File: src/rtl/wdc_pkg.sv
package wdc_pkg;

    localparam int NUM_LIMITS = 2;

    typedef enum logic [2:0] {
        ST_IDLE,
        ST_ARM1,
        ST_CMP1,
        ST_ARM2,
        ST_CMP2,
        ST_CONV
    } wdc_state_e;

endpackage

File: src/rtl/wdc_limit_decode.sv
// Turns a limit field into a signed threshold at the sample's scale.
module wdc_limit_decode #(
    parameter int MAG_W      = 8,
    parameter int SAMPLE_W   = 13,
    parameter int FINE_SHIFT = 4
) (
    input  logic [MAG_W+1:0]    lim_i,
    input  logic                coarse_i,
    output logic [SAMPLE_W-1:0] thr_o,
    output logic                dir_gt_o
);
    localparam int VAL_W = MAG_W + 1;
    localparam int EXT_W = SAMPLE_W - VAL_W;

    logic [VAL_W-1:0]    val;
    logic [SAMPLE_W-1:0] ext;

    always_comb begin
        val      = lim_i[VAL_W-1:0];
        ext      = {{EXT_W{val[VAL_W-1]}}, val};
        thr_o    = coarse_i ? ext : (ext << FINE_SHIFT);
        dir_gt_o = lim_i[MAG_W+1];
    end
endmodule

File: src/rtl/wdc_limit_cmp.sv
// Strict signed comparison in the selected direction.
module wdc_limit_cmp #(
    parameter int SAMPLE_W = 13
) (
    input  logic [SAMPLE_W-1:0] sample_i,
    input  logic [SAMPLE_W-1:0] thr_i,
    input  logic                dir_gt_i,
    output logic                hit_o
);
    always_comb begin
        if (dir_gt_i) hit_o = $signed(sample_i) > $signed(thr_i);
        else          hit_o = $signed(sample_i) < $signed(thr_i);
    end
endmodule

File: src/rtl/wdc_sync_edge.sv
// Rising-edge detector on the external sync line.
module wdc_sync_edge (
    input  logic clk,
    input  logic rst_n,
    input  logic sync_i,
    output logic rise_o
);
    logic prev_q;

    always_ff @(posedge clk or negedge rst_n) begin
        if (!rst_n) prev_q <= 1'b0;
        else        prev_q <= sync_i;
    end

    assign rise_o = sync_i & ~prev_q;
endmodule

File: src/rtl/wdc_dual_limit.sv
module wdc_dual_limit
    import wdc_pkg::*;
#(
    parameter int SAMPLE_W   = 13,
    parameter int MAG_W      = 8,
    parameter int FINE_SHIFT = 4
) (
    input  logic                clk,
    input  logic                rst_n,
    input  logic                start_i,
    input  logic                cmp_mode_i,
    input  logic                coarse_i,
    input  logic                sync_en_i,
    input  logic                sync_i,
    input  logic [SAMPLE_W-1:0] sample_i,
    input  logic [MAG_W+1:0]    lim1_i,
    input  logic [MAG_W+1:0]    lim2_i,
    output logic                irq1_o,
    output logic                irq2_o,
    output logic                done_o
);
    localparam int LIM_W = MAG_W + 2;

    wdc_state_e state_q, state_d;

    logic [SAMPLE_W-1:0]                  sample_q;
    logic [NUM_LIMITS-1:0][LIM_W-1:0]     lim_q;
    logic                                 coarse_q;
    logic                                 sync_q;
    logic [NUM_LIMITS-1:0][SAMPLE_W-1:0]  thr;
    logic [NUM_LIMITS-1:0]                dir_gt;
    logic [NUM_LIMITS-1:0]                hit;
    logic                                 sync_rise;
    logic                                 busy;
    logic                                 accept;

    assign accept = (state_q == ST_IDLE) && start_i;

    // Capture of run parameters
    always_ff @(posedge clk or negedge rst_n) begin
        if (!rst_n) begin
            sample_q <= '0;
            lim_q    <= '0;
            coarse_q <= 1'b0;
            sync_q   <= 1'b0;
        end else if (accept) begin
            sample_q <= sample_i;
            lim_q    <= {lim2_i, lim1_i};
            coarse_q <= coarse_i;
            sync_q   <= sync_en_i;
        end
    end

    wdc_sync_edge u_edge (
        .clk    (clk),
        .rst_n  (rst_n),
        .sync_i (sync_i),
        .rise_o (sync_rise)
    );

    for (genvar g = 0; g < NUM_LIMITS; g++) begin : g_lim
        wdc_limit_decode #(
            .MAG_W      (MAG_W),
            .SAMPLE_W   (SAMPLE_W),
            .FINE_SHIFT (FINE_SHIFT)
        ) u_dec (
            .lim_i    (lim_q[g]),
            .coarse_i (coarse_q),
            .thr_o    (thr[g]),
            .dir_gt_o (dir_gt[g])
        );

        wdc_limit_cmp #(
            .SAMPLE_W (SAMPLE_W)
        ) u_cmp (
            .sample_i (sample_q),
            .thr_i    (thr[g]),
            .dir_gt_i (dir_gt[g]),
            .hit_o    (hit[g])
        );
    end

    // State register
    always_ff @(posedge clk or negedge rst_n) begin
        if (!rst_n) state_q <= ST_IDLE;
        else        state_q <= state_d;
    end

    // Next-state logic
    always_comb begin
        state_d = state_q;
        unique case (state_q)
            ST_IDLE: begin
                if (start_i) begin
                    if (!cmp_mode_i)    state_d = ST_CONV;
                    else if (sync_en_i) state_d = ST_ARM1;
                    else                state_d = ST_CMP1;
                end
            end
            ST_ARM1: if (sync_rise) state_d = ST_CMP1;
            ST_CMP1: state_d = sync_q ? ST_ARM2 : ST_CMP2;
            ST_ARM2: if (sync_rise) state_d = ST_CMP2;
            ST_CMP2: state_d = ST_IDLE;
            ST_CONV: state_d = ST_IDLE;
            default: state_d = ST_IDLE;
        endcase
    end

    // Outputs
    always_comb begin
        irq1_o = 1'b0;
        irq2_o = 1'b0;
        done_o = 1'b0;
        busy   = 1'b1;
        unique case (state_q)
            ST_IDLE: busy = 1'b0;
            ST_CMP1: irq1_o = hit[0];
            ST_CMP2: begin
                irq2_o = hit[1];
                done_o = 1'b1;
            end
            ST_CONV: done_o = 1'b1;
            default: ;
        endcase
    end
endmodule

File: config.mk
export PLATFORM = sky130hd
export DESIGN_NAME = wdc_dual_limit
export DESIGN_NICKNAME = d
export VERILOG_FILES = /design/src/rtl/wdc_pkg.sv /design/src/rtl/wdc_limit_decode.sv /design/src/rtl/wdc_limit_cmp.sv /design/src/rtl/wdc_sync_edge.sv /design/src/rtl/wdc_dual_limit.sv
export SDC_FILE = /design/constraint.sdc
export NUM_CORES = 1
export LEC_CHECK = 0
export CAP_MARGIN = 0
export CORE_MARGIN = 3
export CORE_UTILIZATION = 40
export CTS_BUF_LIST = sky130_fd_sc_hd__clkbuf_4 sky130_fd_sc_hd__clkbuf_8
export DETAILED_ROUTE_END_ITERATION = 8
export SLEW_MARGIN = 0
export SYNTH_ARGS = -nofsm -noshare
export SYNTH_HDL_FRONTEND = slang
export SYNTH_HIERARCHICAL = 1
export SYNTH_SLANG_ARGS = --single-unit
File: constraint.sdc
create_clock -name clk -period 3.4 [get_ports clk]
set_input_delay 0.85 -clock clk [delete_from_list [all_inputs] [get_ports clk]]
set_output_delay 0.85 -clock clk [all_outputs]
set_load 0.02 [all_outputs]
==> impl_metrics.csv <==
group,metric,value,unit
setup_path,crit_buf_inv,3,
logic_synthesis,syn_inst,223,
final_layout,area_growth,34.4,%
clock_network,root_buffer,"clkbuf_8",
route,dr_total_vias,1802,
route,drt_pass1_iterations,4,
clock_network,clkTransAtPathRegs,0.08,ns
logic_synthesis,yosys.area.top_type,"dfrtp_1",
setup_path,crit_family,"simple AND/OR/NAND/NOR gates",
logic_synthesis,async_reset_ff_share,100,%
sta,slew_violations,0,
route,drt-total-wl,5.34,mm
global_route,overflow,0,
floorplanning,start_util,42.4,%
logic_synthesis,yosysSeqAreaShare,37.8,%
clock_network,numClockSinks,39,
setup_path,arrival,2.78,ns
logic_synthesis,ys_types,34,
logic_synthesis,synth-edff-count,0,
route,drt_iter0_drc,40,
setup_path,crit_chain,"buf_12, mux2_2, inv_1, ha_1, nand4_1, or3_4, a21oi_2, o31ai_2, mux2i_1, nor4bb_4, buf_4",
job,maxCapViolCount,0,
route,ant_nets,0,
final_layout,drive_above_1_share,44.4,%
global_route,grt_pass1_vias,1878,
global_route,grt_use_total,15.9,%
global_route,grt_max_degree,40,
floorplanning,boundaryPins,43,
route,via_per_inst,4.99,
logic_synthesis,synth.ff_latch_count,39,
final_layout,nNetsFinal,351,
sta,clock_skew,0.00448,ns
final_layout,layout_commonest_cell,"clkdlybuf4s50_1",
global_route,grt_pass1_wl,9.19,mm
setup_path,critPathLaunchType,"flip-flop",
status,violations,"setup timing",
logic_synthesis,synth_area_leaders,"dfrtp_1 (38%), mux2_2 (17%), ha_1 (13%)",
place,place_area,3160,um^2
floorplanning,rows,28,
power,ir_drop,0.000517,V
setup_path,required,2.55,ns
power,p_per_area,1030,nW/um^2
route,drcViolationCount,0,
setup_path,crit_path_max_fanout,10,
sta,worstMarginPinSlew,0.870,ns
final_layout,layout_common_cells,"clkdlybuf4s50_1 (39), mux2_2 (38), dfrtp_1 (38)",
place,dp_hpwl,4.08,mm
setup_path,crit_type,"reg2out",
status,status,"complete, but fails checks",
place,dp_slack,-0.500,ns
sta,rsz0062_at_grt,"yes",
place,gp_congestion,0.840,
sta,setup-violations-final,2,
sta,post-route-period-util,107,%
sta,fmax,0.275,GHz
logic_synthesis,yosysWarnings,6,
floorplanning,die_width,86.4,um
logic_synthesis,netlist_area,2580,um^2
clock_network,clockBufferDepth,2,
place,placedCellCount,347,
logic_synthesis,synth_ff_type,"dfrtp_1",
floorplanning,dieArea,7460,um^2
clock_network,cts_buffers,5,
final_layout,final_area,3470,um^2
final_layout,final_cells,361,
floorplanning,die_y,86.4,um
sta,worst_slack,-0.235,ns
clock_network,htreeDepth,2,
sta,hold_viol_final,0,
sta,slew-limit-headroom,42.0,%
clock_network,clkLatencyLatePin,0.29,ns
setup_path,cp_slowest_stage_delay,0.46,ns
power,leakagePower,1.54,nW
clock_network,cts_tree,"done",
global_route,antenna_found_initial,0,
setup_path,cp_slowest_cell,"dfrtp_2",
final_layout,antenna_cells,0,
route,routed_wire_length_per_instance,14.8,um
place,numPortBuffers,42,
logic_synthesis,synth_nets,289,
sta,layout_min_cycle_time,3.63,ns
worst_hold_path,hold_path.class,"reg2reg",
floorplanning,coreArea,6100,um^2
logic_synthesis,synth_top_area_share,37.8,%
clock_network,cts_hold_buf,0,
logic_synthesis,syn_avg_cell_area,11.6,um^2
final_layout,fin_util,57.0,%
setup_path,cp-end-kind,"output port",
[worst paths after layout]
path | slack (ns) | depth (start not counted) | to | start
max | -0.23 | 11 | irq1_o | coarse_q
min | 0.55 | 1 | lim_q[9] | lim_q[9]
max reg2reg | 1.79 | 4 | coarse_q | state_q[0]
min reg2reg | 0.55 | 1 | lim_q[9] | lim_q[9]
max in group asynchronous | 2.14 | 1 | coarse_q | rst_n
min in group asynchronous | 0.67 | 1 | lim_q[11] | rst_n
[flip-flops by register name (all words and copies together), names as in the netlist]
register       count
lim_q             20
u_edge/prev_q      1
sync_q             1
sample_q          13
state_q            3
coarse_q           1
[power by group]
part | internal (W) | switching [W]
Sequential | 0.000701 | 0.000300
Clock | 0.000160 | 0.000160
Combinational | 0.00136 | 0.000898
[cell usage after synthesis, drive strengths merged (4+ instances only)]
cell and n:
nor2 7, inv 27, nor2b 4, dfrtp 39, o21ai 5, a21oi 7
and2 9, buf 10, nand4 4, mux2 51, o31ai 4, ha 26
nand2b 4
[final cells by class]
type                            instances  area [um^2]
Clock buffer                            7         83.8
Clock inverter                          1         5.00
Fill cell                             528         2620
Inverter                               27          104
Multi-Input combinational cell        147         1600
Sequential cell                        39          977
Tap cell                               75         93.8
Timing Repair Buffer                   65          607
[logic make-up (layout without fill, tap and decap cells)]
group	Yosys count	after routing	synth area share, %
flip-flops	39	39	37.8
AO/OA/AOI/OAI	26	26	6.83
buffers and inverters	37	100	7.46
multiplexers	53	53	24.7
AND/OR/NAND/NOR	42	42	10.6
adder cells (fa/ha/maj)	26	26	12.6
[what timing repair did]
item	in CTS	in global routing
gates resized for setup	25	19
setup endpoints to repair	2	2
cloned	1	0
buffers inserted	4	1
pin swaps	6	9
[metal layers]
layer  share of wire [%]  track usage, %  vias up
li1                    -               -      899
met1                  48            21.5      867
met2                  47            25.0       34
met3                 3.9            4.37        2
met4                0.54            4.39        0
met5                   0               0        -
[stage by stage]
stage / hold slack (ns) / power (W) / TNS, ns
finish: 0.546 / 0.00358 / -0.419
global route: 0.546 / 0.00393 / -0.741
CTS: 0.541 / 0.00342 / -0.561
detailed placement: 0.520 / 0.00287 / -0.972
global placement: 0.517 / 0.00283 / -0.980
floorplan: 0.482 / 0.00235 / 0
Power figures use the tool's default switching activity.
